===== config.mk =====
export PLATFORM = sky130hd
export DESIGN_NAME = axi_rd_downsizer
export DESIGN_NICKNAME = d
export VERILOG_FILES = /design/src/rtl/axi_rd_downsizer.sv
export SDC_FILE = /design/constraint.sdc
export NUM_CORES = 1
export LEC_CHECK = 0
export ABC_CLOCK_PERIOD_IN_PS = 1600
export CAP_MARGIN = 15
export CORE_MARGIN = 1
export CORE_UTILIZATION = 29
export CTS_BUF_LIST = sky130_fd_sc_hd__clkbuf_8
export DETAILED_ROUTE_END_ITERATION = 10
export PLACE_DENSITY = 0.78
export SLEW_MARGIN = 0
export SYNTH_ARGS = -nofsm -noshare
export SYNTH_HDL_FRONTEND = slang
export SYNTH_SLANG_ARGS = --single-unit

===== constraint.sdc =====
create_clock -name clk -period 1.6 [get_ports clk]
set_input_delay 0.24 -clock clk [delete_from_list [all_inputs] [get_ports clk]]
set_output_delay 0.24 -clock clk [all_outputs]
set_load 0.01 [all_outputs]

===== src/rtl/axi_rd_downsizer.sv =====
module axi_rd_downsizer #(
  parameter int ADDR_W = 32,
  parameter int NW     = 32,
  parameter int WW     = 128
) (
  input  logic              clk,
  input  logic              rst_n,
  input  logic [ADDR_W-1:0] s_araddr,
  input  logic [7:0]        s_arlen,
  input  logic              s_arvalid,
  output logic              s_arready,
  output logic [NW-1:0]     s_rdata,
  output logic [1:0]        s_rresp,
  output logic              s_rlast,
  output logic              s_rvalid,
  input  logic              s_rready,
  output logic [ADDR_W-1:0] m_araddr,
  output logic [7:0]        m_arlen,
  output logic              m_arvalid,
  input  logic              m_arready,
  input  logic [WW-1:0]     m_rdata,
  input  logic [1:0]        m_rresp,
  input  logic              m_rlast,
  input  logic              m_rvalid,
  output logic              m_rready
);
  localparam int LANES = WW / NW;
  localparam int LW    = $clog2(LANES);
  localparam int BW    = $clog2(NW / 8);
  localparam int WB    = $clog2(WW / 8);

  typedef enum logic [1:0] {IDLE, ADDR, DATA} st_t;
  st_t st;

  logic [ADDR_W-1:0] addr_q;
  logic [7:0]        wlen_q;
  logic [7:0]        left_q;
  logic [LW-1:0]     lane_q;

  wire [LW-1:0] off   = s_araddr[BW+LW-1:BW];
  wire [8:0]    wsum  = {1'b0, s_arlen} + 9'(off);
  wire          ar_hs = s_arvalid && s_arready;
  wire          r_hs  = s_rvalid && s_rready;
  wire          fin   = (left_q == 8'd0);
  wire          wend  = (lane_q == LW'(LANES - 1));

  assign s_arready = (st == IDLE);
  assign m_arvalid = (st == ADDR);
  assign m_araddr  = addr_q;
  assign m_arlen   = wlen_q;
  assign s_rvalid  = (st == DATA) && m_rvalid;
  assign s_rdata   = m_rdata[lane_q*NW +: NW];
  assign s_rresp   = m_rresp;
  assign s_rlast   = fin;
  assign m_rready  = (st == DATA) && s_rready && (fin || wend);

  always_ff @(posedge clk) begin
    if (!rst_n) begin
      st     <= IDLE;
      addr_q <= '0;
      wlen_q <= '0;
      left_q <= '0;
      lane_q <= '0;
    end else begin
      case (st)
        IDLE: if (ar_hs) begin
          addr_q <= {s_araddr[ADDR_W-1:WB], WB'(0)};
          wlen_q <= 8'(wsum >> LW);
          left_q <= s_arlen;
          lane_q <= off;
          st     <= ADDR;
        end
        ADDR: if (m_arready) st <= DATA;
        DATA: if (r_hs) begin
          lane_q <= lane_q + 1'b1;
          left_q <= left_q - 8'd1;
          if (fin) st <= IDLE;
        end
        default: st <= IDLE;
      endcase
    end
  end

  wire unused_ok = m_rlast;
endmodule


==> metrics.md, run 1 <==
| Metric | Value |
|---|---|
| Hold Path Sink | `m_araddr[19]` |
| Critical path endpoint category | `output pin` |
| Largest net degree at the start of global routing | `49` |
| Post-Syn Area | `2928 um2` |
| CP delay by family, top | `multiplexers` |
| Post-route ant nets | `0` |
| Setup WS pre-CTS | `-0.4360 ns` |
| Crit start category | `flip-flop` |
| Ports | `256` |
| Ys async rst share | `0%` |
| Drt total wl | `13.83 mm` |
| Leakage | `2.331 nW` |
| Die width | `102.5 um` |
| H-tree depth | `2` |
| Number of fillers in the final layout | `819` |
| YS warnings | `0` |
| Initial Utilization | `29.95%` |
| Initial DRC Count | `125` |
| Clock sink count | `47` |
| CP max stage cell | `mux4_2` |
| PnR worst setup slack | `-0.2806 ns` |
| Synth unique cells | `44` |
| Total GRT Usage | `24.82%` |
| Arr. time, crit path | `1.64 ns` |
| DR WL/cell | `19.50 um` |
| Gr ovfl total | `0` |
| Num CTS Buffers | `5` |
| Reg2reg end | `left_q[1]` |
| Clk_skew | `0.007778 ns` |
| TritonCTS clock tree | `done` |
| Max frequency | `0.5317 GHz` |
| Violated checks | `negative setup slack` |
| Worst R2R Start | `st[0]` |
| Die ar. | `10,500 um2` |
| Final setup fails | `34` |
| Core ar. | `9774 um2` |
| Yosys reg bits | `47` |
| PD cells | `654.9 nW/um2` |
| Post-synth EDFFs | `0` |
| RSZ-0062 raised after global routing | `yes` |
| Share of cells above drive strength 1 | `24.48%` |
| Max-slew violations | `0` |
| CP max FO | `5` |
| ANT cells | `0` |
| Required @ worst endpoint | `1.36 ns` |
| Post-route clock period utilization | `117.5%` |
| Commonest cells in the synthesized netlist | `nand2_1 (69), dfxtp_1 (47), a21boi_0 (32), mux4_2 (32), o21ai_0 (13)` |
| Gpl congestion | `0.9425` |
| Worst vdd ir | `0.0004142 V` |
| Top FF cell, synth | `dfxtp_1` |
| Row cnt | `36` |
| Most common cell in the netlist | `nand2_1` |
| Final Non-Filler Cells | `709` |
| FF+latch area | `950.9 um2` |
| Final hold slack | `0.4630 ns` |
| P&R area growth vs syn | `105.7%` |
| Vias in the first global route | `3,604` |
| Average size of a mapped cell | `9.695 um2` |
| Vias/cell | `4.996` |
| Drt first pass iters | `4` |
| Setup slack, reg-to-reg | `0.08 ns` |
| Post-Place Cells | `690` |
| Fin crit period | `1.881 ns` |
| Initial antenna violation count | `0` |
| Critical path class | `reg -> out` |
| Worst hold path stage count | `2` |
| TNS Setup | `-6.529 ns` |
| Clock Latency Late Sink | `0.30 ns` |
| Multi-input combinational cell area | `1881 um2` |
| CP max stage delay | `0.56 ns` |
| DR DRC count | `0` |
| Most used cell, CP | `buf_12` |
| Maximum clock insertion buffer count | `2` |
| Total power | `3.945 mW` |
| Vias | `3,542` |
| Final nets | `756` |
| Register area share after synthesis | `32.14%` |
| Top-area cell type share of the netlist area | `32.14%` |
| Root buffer cell | `clkbuf_8` |
| Top cells by area, synth | `dfxtp_1 (32%), mux4_2 (25%), nand2_1 (8.8%)` |
| Buf/Inv on CP | `3` |
| Hold path start | `m_araddr[19]` |
| CP Cell Sequence | `buf_12, buf_12, mux4_2, buf_6` |
| Max-Cap Viols | `0` |
| Library cell with the largest summed area after synthesis | `dfxtp_1` |
| Fin. Hold Viols | `0` |
| Port Buffer Count | `243` |
| Outcome | `finished with violations` |
| Dpl hpwl | `11.00 mm` |
| Clk pin slew, worst setup/hold paths | `0.09 ns` |
| R2R depth | `4` |
| Die height | `102.5 um` |
| First-pass GRT wire length | `19.18 mm` |
| Synth Instances | `302` |
| HP Class | `reg -> reg` |
-- logic make-up after synthesis --
| family | Yosys count | synth area share (%) |
|---|---|---|
| compound gates | 75 | 18.63 |
| xor+xnor | 3 | 0.8976 |
| fa+ha+maj | 4 | 1.709 |
| buf+inv | 35 | 5.897 |
| flops | 47 | 32.14 |
| mux | 32 | 24.62 |
| other cells | 1 | 0.1281 |
| simple gates | 105 | 15.98 |
-- placed cells by master (no fill, tap or decap), drive strengths merged, types with 2 or more instances in the layout --
cell type      netlist  final
a21boi              33     33
xor2                 2      2
o211ai               3      3
nor2                 9      9
ha                   4      4
a31oi                4      4
nand2               69     69
o211a                3      3
and2                 3      3
dfxtp               47     47
clkbuf              12      6
inv                  4      5
nor2b                3      3
nor3b                2      2
nor3                 2      2
a31o                 2      2
dlygate4sd2          0      2
o21a                 2      2
a21oi                8      8
clkdlybuf4s50        0    206
and3                 5      5
nand3                4      4
o21ai               14     14
conb                 1      5
buf                 19     84
nand4                2      2
mux4                32     32
-- timing repair --
item                                   CTS  global route
cloned                                   1             0
pin swaps                                3             4
setup endpoints to repair               38            38
endpoints found under the hold margin    0             0
gates resized for setup                169            23
hold buffers                             0             0
buffers inserted                         9             2
-- routing by layer --
layer	part of all wire, %	wire length (um)	global-route usage [%]
met2	52	7172	45.44
met5	0	0	0
met1	34	4679	26.43
met4	3.5	485	10.33
met3	11	1491	7.250
-- how the worst max path moves through the flow --
| stage | from | endpoint | slack [ns] | cells after the start |
|---|---|---|---|---|
| detailed placement | m_rdata[99] | s_rdata[3] | -0.44 | 3 |
| finish | lane_q[0] | s_rdata[3] | -0.28 | 4 |
| CTS | lane_q[0] | s_rdata[14] | -0.33 | 5 |
| floorplan | lane_q[0] | s_rdata[10] | -0.01 | 3 |
| global placement | m_rdata[99] | s_rdata[3] | -0.44 | 3 |
| global route | lane_q[0] | s_rdata[12] | -0.32 | 4 |
-- stage by stage --
step	utilization, %	cell area (um2)
after floorplan	-	2943
after global placement	58.67	5734
after detailed placement	58.67	5734
after CTS	60.56	5919
after global routing	61.62	6023
final	61.62	6023
-- state kept, by name, summed over array words and instances (netlist names) --
signal	cells
m_araddr	28
left_q	8
m_arlen	7
lane_q	2
st	2
-- area by class of cell --
class,count,share of cell area (%)
tap,133,2.763
inverter,4,0.2493
timing repair buffer,293,48.40
clock inverter,2,0.2077
clock buffer,6,1.371
multi-input combinational,224,31.22
sequential,47,15.79
-- worst min-delay path, delay by kind of cell, from the launching register on --
family | cells | cell delay, ns
compound gates | 1 | 0.06
flops | 1 | 0.31
simple gates | 1 | 0.05
-- where the power goes --
part	switching, mW	internal, mW	total (mW)
Sequential	0.0578	1.26	1.32
Combinational	0.701	1.17	1.87
Clock	0.409	0.348	0.757
Total	1.17	2.78	3.94
Power figures use the tool's default switching activity.
==> inputs of run 2 (changes only) <==
--- a/config.mk
+++ b/config.mk
@@ -11,6 +11,7 @@
 export CORE_UTILIZATION = 29
 export CTS_BUF_LIST = sky130_fd_sc_hd__clkbuf_8
 export DETAILED_ROUTE_END_ITERATION = 10
+export GPL_ROUTABILITY_DRIVEN = 0
 export PLACE_DENSITY = 0.78
 export SLEW_MARGIN = 0
 export SYNTH_ARGS = -nofsm -noshare
==> run 2 against run 1 <==
Against the previous run:
- the flow still finishes with violations (negative setup slack)
- count of clock-buffer cells in the layout is 1 lower
- fmax is 0.91% lower
- non-clock buffer count increased by 8
- combinational power is 3% higher
- cell count rose by 1.1%
- sequential power about the same
- largest power group unchanged
==> metrics.md, run 2 (synthesized netlist as in run 1, its figures left out) <==
| Metric | Value |
|---|---|
| Outcome | `finished with violations` |
| Violated checks | `negative setup slack` |
| Clk pin slew, worst setup/hold paths | `0.09 ns` |
| Number of fillers in the final layout | `795` |
| Final setup fails | `34` |
| Ports | `256` |
| CP max FO | `5` |
| Vias | `3,608` |
| Clock Latency Late Sink | `0.30 ns` |
| Vias/cell | `5.032` |
| DR DRC count | `0` |
| Required @ worst endpoint | `1.36 ns` |
| PD cells | `667.3 nW/um2` |
| Gr ovfl total | `0` |
| Setup slack, reg-to-reg | `0.02 ns` |
| TNS Setup | `-6.832 ns` |
| Post-route clock period utilization | `118.6%` |
| Initial antenna violation count | `0` |
| Crit start category | `flip-flop` |
| Fin crit period | `1.898 ns` |
| Busiest grt layer | `met2` |
| R2R depth | `7` |
| Commonest non-fill, non-tap cell in the layout | `clkdlybuf4s50_1` |
| GR met1 Demand/Resource | `26.35%` |
| Max frequency | `0.5269 GHz` |
| Hold Path Sink | `m_araddr[30]` |
| PnR worst setup slack | `-0.2980 ns` |
| Final nets | `764` |
| DR WL/cell | `19.33 um` |
| Max-slew violations | `0` |
| Maximum clock insertion buffer count | `2` |
| Row cnt | `36` |
| P&R area growth vs syn | `110.7%` |
| Final Core Density | `63.12%` |
| First-pass GRT wire length | `19.76 mm` |
| Worst hold path stage count | `2` |
| Critical path class | `reg -> out` |
| Largest net degree at the start of global routing | `49` |
| Port Buffer Count | `243` |
| Max FFs per register | `28` |
| Total GRT Usage | `25.38%` |
| Initial DRC Count | `130` |
| Drt total wl | `13.86 mm` |
| Critical path endpoint category | `output pin` |
| Hold Buf Count CTS | `0` |
| RSZ-0062 raised after global routing | `yes` |
| Dpl hpwl | `10.73 mm` |
| Drt first pass iters | `4` |
| Vias in the first global route | `3,678` |
| Worst R2R Start | `left_q[4]` |
| Routing usage on met2 | `45.64%` |
| Worst vdd ir | `0.0006214 V` |
| Root buffer cell | `clkbuf_8` |
| Num CTS Buffers | `5` |
| TritonCTS clock tree | `done` |
| Share of cells above drive strength 1 | `26.20%` |
| Post-route ant nets | `0` |
| H-tree depth | `2` |
| Arr. time, crit path | `1.66 ns` |
| Die ar. | `10,500 um2` |
| Die width | `102.5 um` |
| Multi-input combinational cell area | `1897 um2` |
| Met3 Resource Use GR | `8.003%` |
| Clk_skew | `0.008077 ns` |
| Die height | `102.5 um` |
| Fin. Hold Viols | `0` |
| Max-Cap Viols | `0` |
| Final hold slack | `0.4655 ns` |
| Leakage | `2.400 nW` |
| ANT cells | `0` |
| Reg2reg end | `st[1]` |
| Clock sink count | `47` |
| Hold path start | `m_araddr[30]` |
| HP Class | `reg -> reg` |
| Initial Utilization | `29.95%` |
| Core ar. | `9774 um2` |
| FF+latch area | `950.9 um2` |
| Most frequent cells in the layout | `clkdlybuf4s50_1 (206), nand2_1 (69), dfxtp_1 (41), buf_6 (37), buf_4 (33)` |
[run 2: changes by cell type in the layout (fill, tap and decap cells not counted), sizes merged]
cell / change
clkdlybuf4s15: -1
clkbuf: -1
bufinv: +1
inv: -1
clkinv: +1
buf: +8
dlygate4sd2: +1
[run 2: area by class of cell]
type / instances / area share (%)
clock buffers: 5 / 1.115
flip-flops and latches: 47 / 15.41
repair buffers: 301 / 49.08
multi-input cells: 224 / 30.74
inverters: 4 / 0.2434
well taps: 133 / 2.697
clock inverters: 3 / 0.7098
[run 2: metal layers]
layer | wire length (um) | up-vias
met1 | 4683 | 1723
met2 | 7100 | 193
met3 | 1425 | 42
met4 | 653 | 0
met5 | 0 | -
li1 | - | 1650
[run 2: metrics by stage]
stage               std cells  power, mW  setup slack (ns)  area [um2]
global placement          688      3.052           -0.4368        5732
floorplan                 306      2.000          -0.01218        2943
CTS                       715      4.059           -0.3210        6047
finish                    717      4.117           -0.2980        6170
detailed placement        688      3.070           -0.3777        5732
global route              717      4.332           -0.3384        6170
[run 2: worst max-delay path by stage]
stage / from / to / slack (ns) / depth (start not counted)
after CTS: lane_q[0] / s_rdata[26] / -0.32 / 5
after detailed placement: m_rdata[99] / s_rdata[3] / -0.38 / 3
final: lane_q[0] / s_rdata[3] / -0.30 / 4
after floorplan: lane_q[0] / s_rdata[10] / -0.01 / 3
after global placement: m_rdata[99] / s_rdata[3] / -0.44 / 3
after global routing: lane_q[0] / s_rdata[3] / -0.34 / 4
[run 2: power by group]
group / internal, mW / switching (mW) / leakage [nW] / total (mW)
clock: 0.466 / 0.404 / 0.0581 / 0.870
sequential: 1.26 / 0.0590 / 0.389 / 1.32
combinational: 1.21 / 0.714 / 1.95 / 1.93
total: 2.94 / 1.18 / 2.40 / 4.12
[run 2: what timing repair did]
| item | CTS | global route |
|---|---|---|
| setup buffers | 17 | 5 |
| resized for setup | 178 | 31 |
| pin swaps | 2 | 3 |
| setup endpoints to repair | 37 | 44 |
| cloned | 2 | 0 |
[run 2: worst max-delay path, stage by stage, from the launching register on]
cell and delay, ns:
dfxtp_4 0.41, buf_12 0.14, buf_12 0.11, mux4_2 0.56, buf_6 0.15
==> inputs of run 3 (changes only) <==
--- a/config.mk
+++ b/config.mk
@@ -6,13 +6,14 @@
 export NUM_CORES = 1
 export LEC_CHECK = 0
 export ABC_CLOCK_PERIOD_IN_PS = 1600
-export CAP_MARGIN = 15
+export CELL_PAD_IN_SITES_DETAIL_PLACEMENT = 0
+export CELL_PAD_IN_SITES_GLOBAL_PLACEMENT = 1
 export CORE_MARGIN = 1
-export CORE_UTILIZATION = 29
+export CORE_UTILIZATION = 20
 export CTS_BUF_LIST = sky130_fd_sc_hd__clkbuf_8
 export DETAILED_ROUTE_END_ITERATION = 10
 export GPL_ROUTABILITY_DRIVEN = 0
-export PLACE_DENSITY = 0.78
+export PLACE_DENSITY_LB_ADDON = 0.1
 export SLEW_MARGIN = 0
 export SYNTH_ARGS = -nofsm -noshare
 export SYNTH_HDL_FRONTEND = slang
==> run 3 against run 2 <==
Against the previous run:
- the run still ends with negative setup slack left
- cell count grew 7.3%
- register-to-register slack better by 0.08 ns
- wire length rose by 1.5%
- final area increased by 2.7%
- largest power group unchanged
- clock skew is 0.0028 ns lower
- worst hold slack lost 0.0015 ns
- utilization shrank 18 points
- sequential share of layout area down 0.40 points
==> metrics.md, run 3 (synthesized netlist as in run 1, its figures left out) <==
| Metric | Value |
|---|---|
| Most used cell, CP | `buf_6` |
| Clock Latency Late Sink | `0.30 ns` |
| Sw Share | `28.32%` |
| Dpl hpwl | `11.35 mm` |
| Critical path endpoint category | `output pin` |
| Seq pwr share | `31.2%` |
| Initial Utilization | `20.77%` |
| Clock sink count | `47` |
| Fin crit period | `1.921 ns` |
| Max frequency | `0.5204 GHz` |
| Drt first pass iters | `4` |
| Setup WS pre-CTS | `-0.3583 ns` |
| Fin. Hold Viols | `0` |
| Int Power | `3.026 mW` |
| Arr. time, crit path | `1.68 ns` |
| Comb pwr share | `46.3%` |
| First-pass GRT wire length | `19.91 mm` |
| Post-route clock period utilization | `120.1%` |
| Vias | `3,437` |
| PnR worst setup slack | `-0.3215 ns` |
| Core ar. | `14,100 um2` |
| Gr ovfl total | `0` |
| RSZ-0062 raised after global routing | `yes` |
| Reg2reg end | `lane_q[0]` |
| Die width | `123.0 um` |
| Clk pin slew, worst setup/hold paths | `0.09 ns` |
| P&R area growth vs syn | `116.4%` |
| Critical Path End | `s_rdata[19]` |
| ANT cells | `0` |
| CP startpoint | `lane_q[0]` |
| Drt total wl | `14.07 mm` |
| TNS Setup | `-8.235 ns` |
| PD cells | `666.4 nW/um2` |
| Switching power | `1.196 mW` |
| Leakage | `2.446 nW` |
| Largest net degree at the start of global routing | `49` |
| Outcome | `finished with violations` |
| Final setup fails | `33` |
| H-tree depth | `2` |
| HP Class | `reg -> reg` |
| Die ar. | `15,130 um2` |
| Max-slew violations | `0` |
| Port Buffer Count | `243` |
| Total GRT Usage | `17.85%` |
| Ports | `256` |
| Initial DRC Count | `104` |
| Most frequent cells in the layout | `clkdlybuf4s50_1 (206), nand2_1 (69), dfxtp_1 (41), buf_6 (41), buf_4 (39)` |
| Setup slack, reg-to-reg | `0.10 ns` |
| CP max stage cell | `mux4_2` |
| Critical path class | `reg -> out` |
| Num CTS Buffers | `5` |
| Commonest non-fill, non-tap cell in the layout | `clkdlybuf4s50_1` |
| Final hold slack | `0.4640 ns` |
| Vias in the first global route | `3,363` |
| Row cnt | `43` |
| CP Cell Sequence | `buf_6, buf_12, buf_4, mux4_2, buf_6` |
| Root buffer cell | `clkbuf_8` |
| Violated checks | `negative setup slack` |
| Max-Cap Viols | `0` |
| Final nets | `769` |
| Maximum clock insertion buffer count | `2` |
| DR WL/cell | `18.29 um` |
| Worst vdd ir | `0.0003121 V` |
| Vias/cell | `4.469` |
| R2R depth | `7` |
| Required @ worst endpoint | `1.36 ns` |
| CP max FO | `5` |
| Crit start category | `flip-flop` |
| Clk_skew | `0.005286 ns` |
| Initial antenna violation count | `3` |
| Max FFs per register | `28` |
| CP max stage delay | `0.50 ns` |
| Hold Buf Count CTS | `0` |
| DR DRC count | `0` |
| Worst R2R Start | `st[1]` |
| Die height | `123.0 um` |
| Share of cells above drive strength 1 | `26.99%` |
| Clock share of power | `22.5%` |
| TritonCTS clock tree | `done` |
| Post-route ant nets | `0` |
## run 3: repair_timing
item                       in CTS  in global routing
gates resized for setup       184                 31
buffers inserted               12                  2
setup endpoints to repair      38                 44
cloned                          2                  0
pin swaps                       3                  1
## run 3: worst min path at each step
stage	from	to	slack, ns	cells after the start
after floorplan	s_araddr[27]	m_araddr[27]	0.38	2
after CTS	s_araddr[14]	m_araddr[14]	0.47	3
after global placement	m_araddr[22]	m_araddr[22]	0.45	2
after detailed placement	m_araddr[8]	m_araddr[8]	0.46	2
final	m_arlen[6]	m_arlen[6]	0.46	2
after global routing	m_rresp[0]	s_rresp[0]	0.48	0
## run 3: cell type report
cell class / instances / area [um2]
Clock buffer: 6 / 82.58
Clock inverter: 2 / 38.79
Fill cell: 1410 / 7761
Inverter: 4 / 15.01
Multi-Input combinational cell: 224 / 1893
Sequential cell: 47 / 950.9
Tap cell: 180 / 225.2
Timing Repair Buffer: 306 / 3129
## run 3: through the flow
stage | area [um2] | std cells | total power [mW] | util [%]
finish | 6335 | 769 | 4.221 | 44.94
global route | 6335 | 769 | 4.480 | 44.94
CTS | 6220 | 768 | 4.237 | 44.12
detailed placement | 5921 | 746 | 3.159 | 42.00
global placement | 5921 | 746 | 3.150 | 42.00
floorplan | 2943 | 306 | 2.000 | -
## run 3: worst max-delay path: cells and delay by family, from the launching register on
family                 cells  cell delay [ns]
buffers and inverters      4             0.48
flip-flops                 1             0.39
multiplexers               1             0.50
## run 3: layer usage
| layer | part of all wire, % | up-vias | GRT usage (%) |
|---|---|---|---|
| li1 | - | 1667 | - |
| met1 | 38 | 1620 | 20.35 |
| met2 | 51 | 130 | 32.41 |
| met4 | 1.4 | 6 | 3.840 |
| met3 | 9.0 | 14 | 5.627 |
| met5 | 0.33 | - | 0 |
## run 3: power groups by stage
stage                     combinational, mW  sequential [mW]  clock (mW)
after floorplan                       0.638             1.36           0
after global placement                 1.81             1.34           0
after detailed placement               1.82             1.34           0
after CTS                              1.92             1.32        1.00
after global routing                   2.10             1.33        1.05
final                                  1.95             1.32       0.948
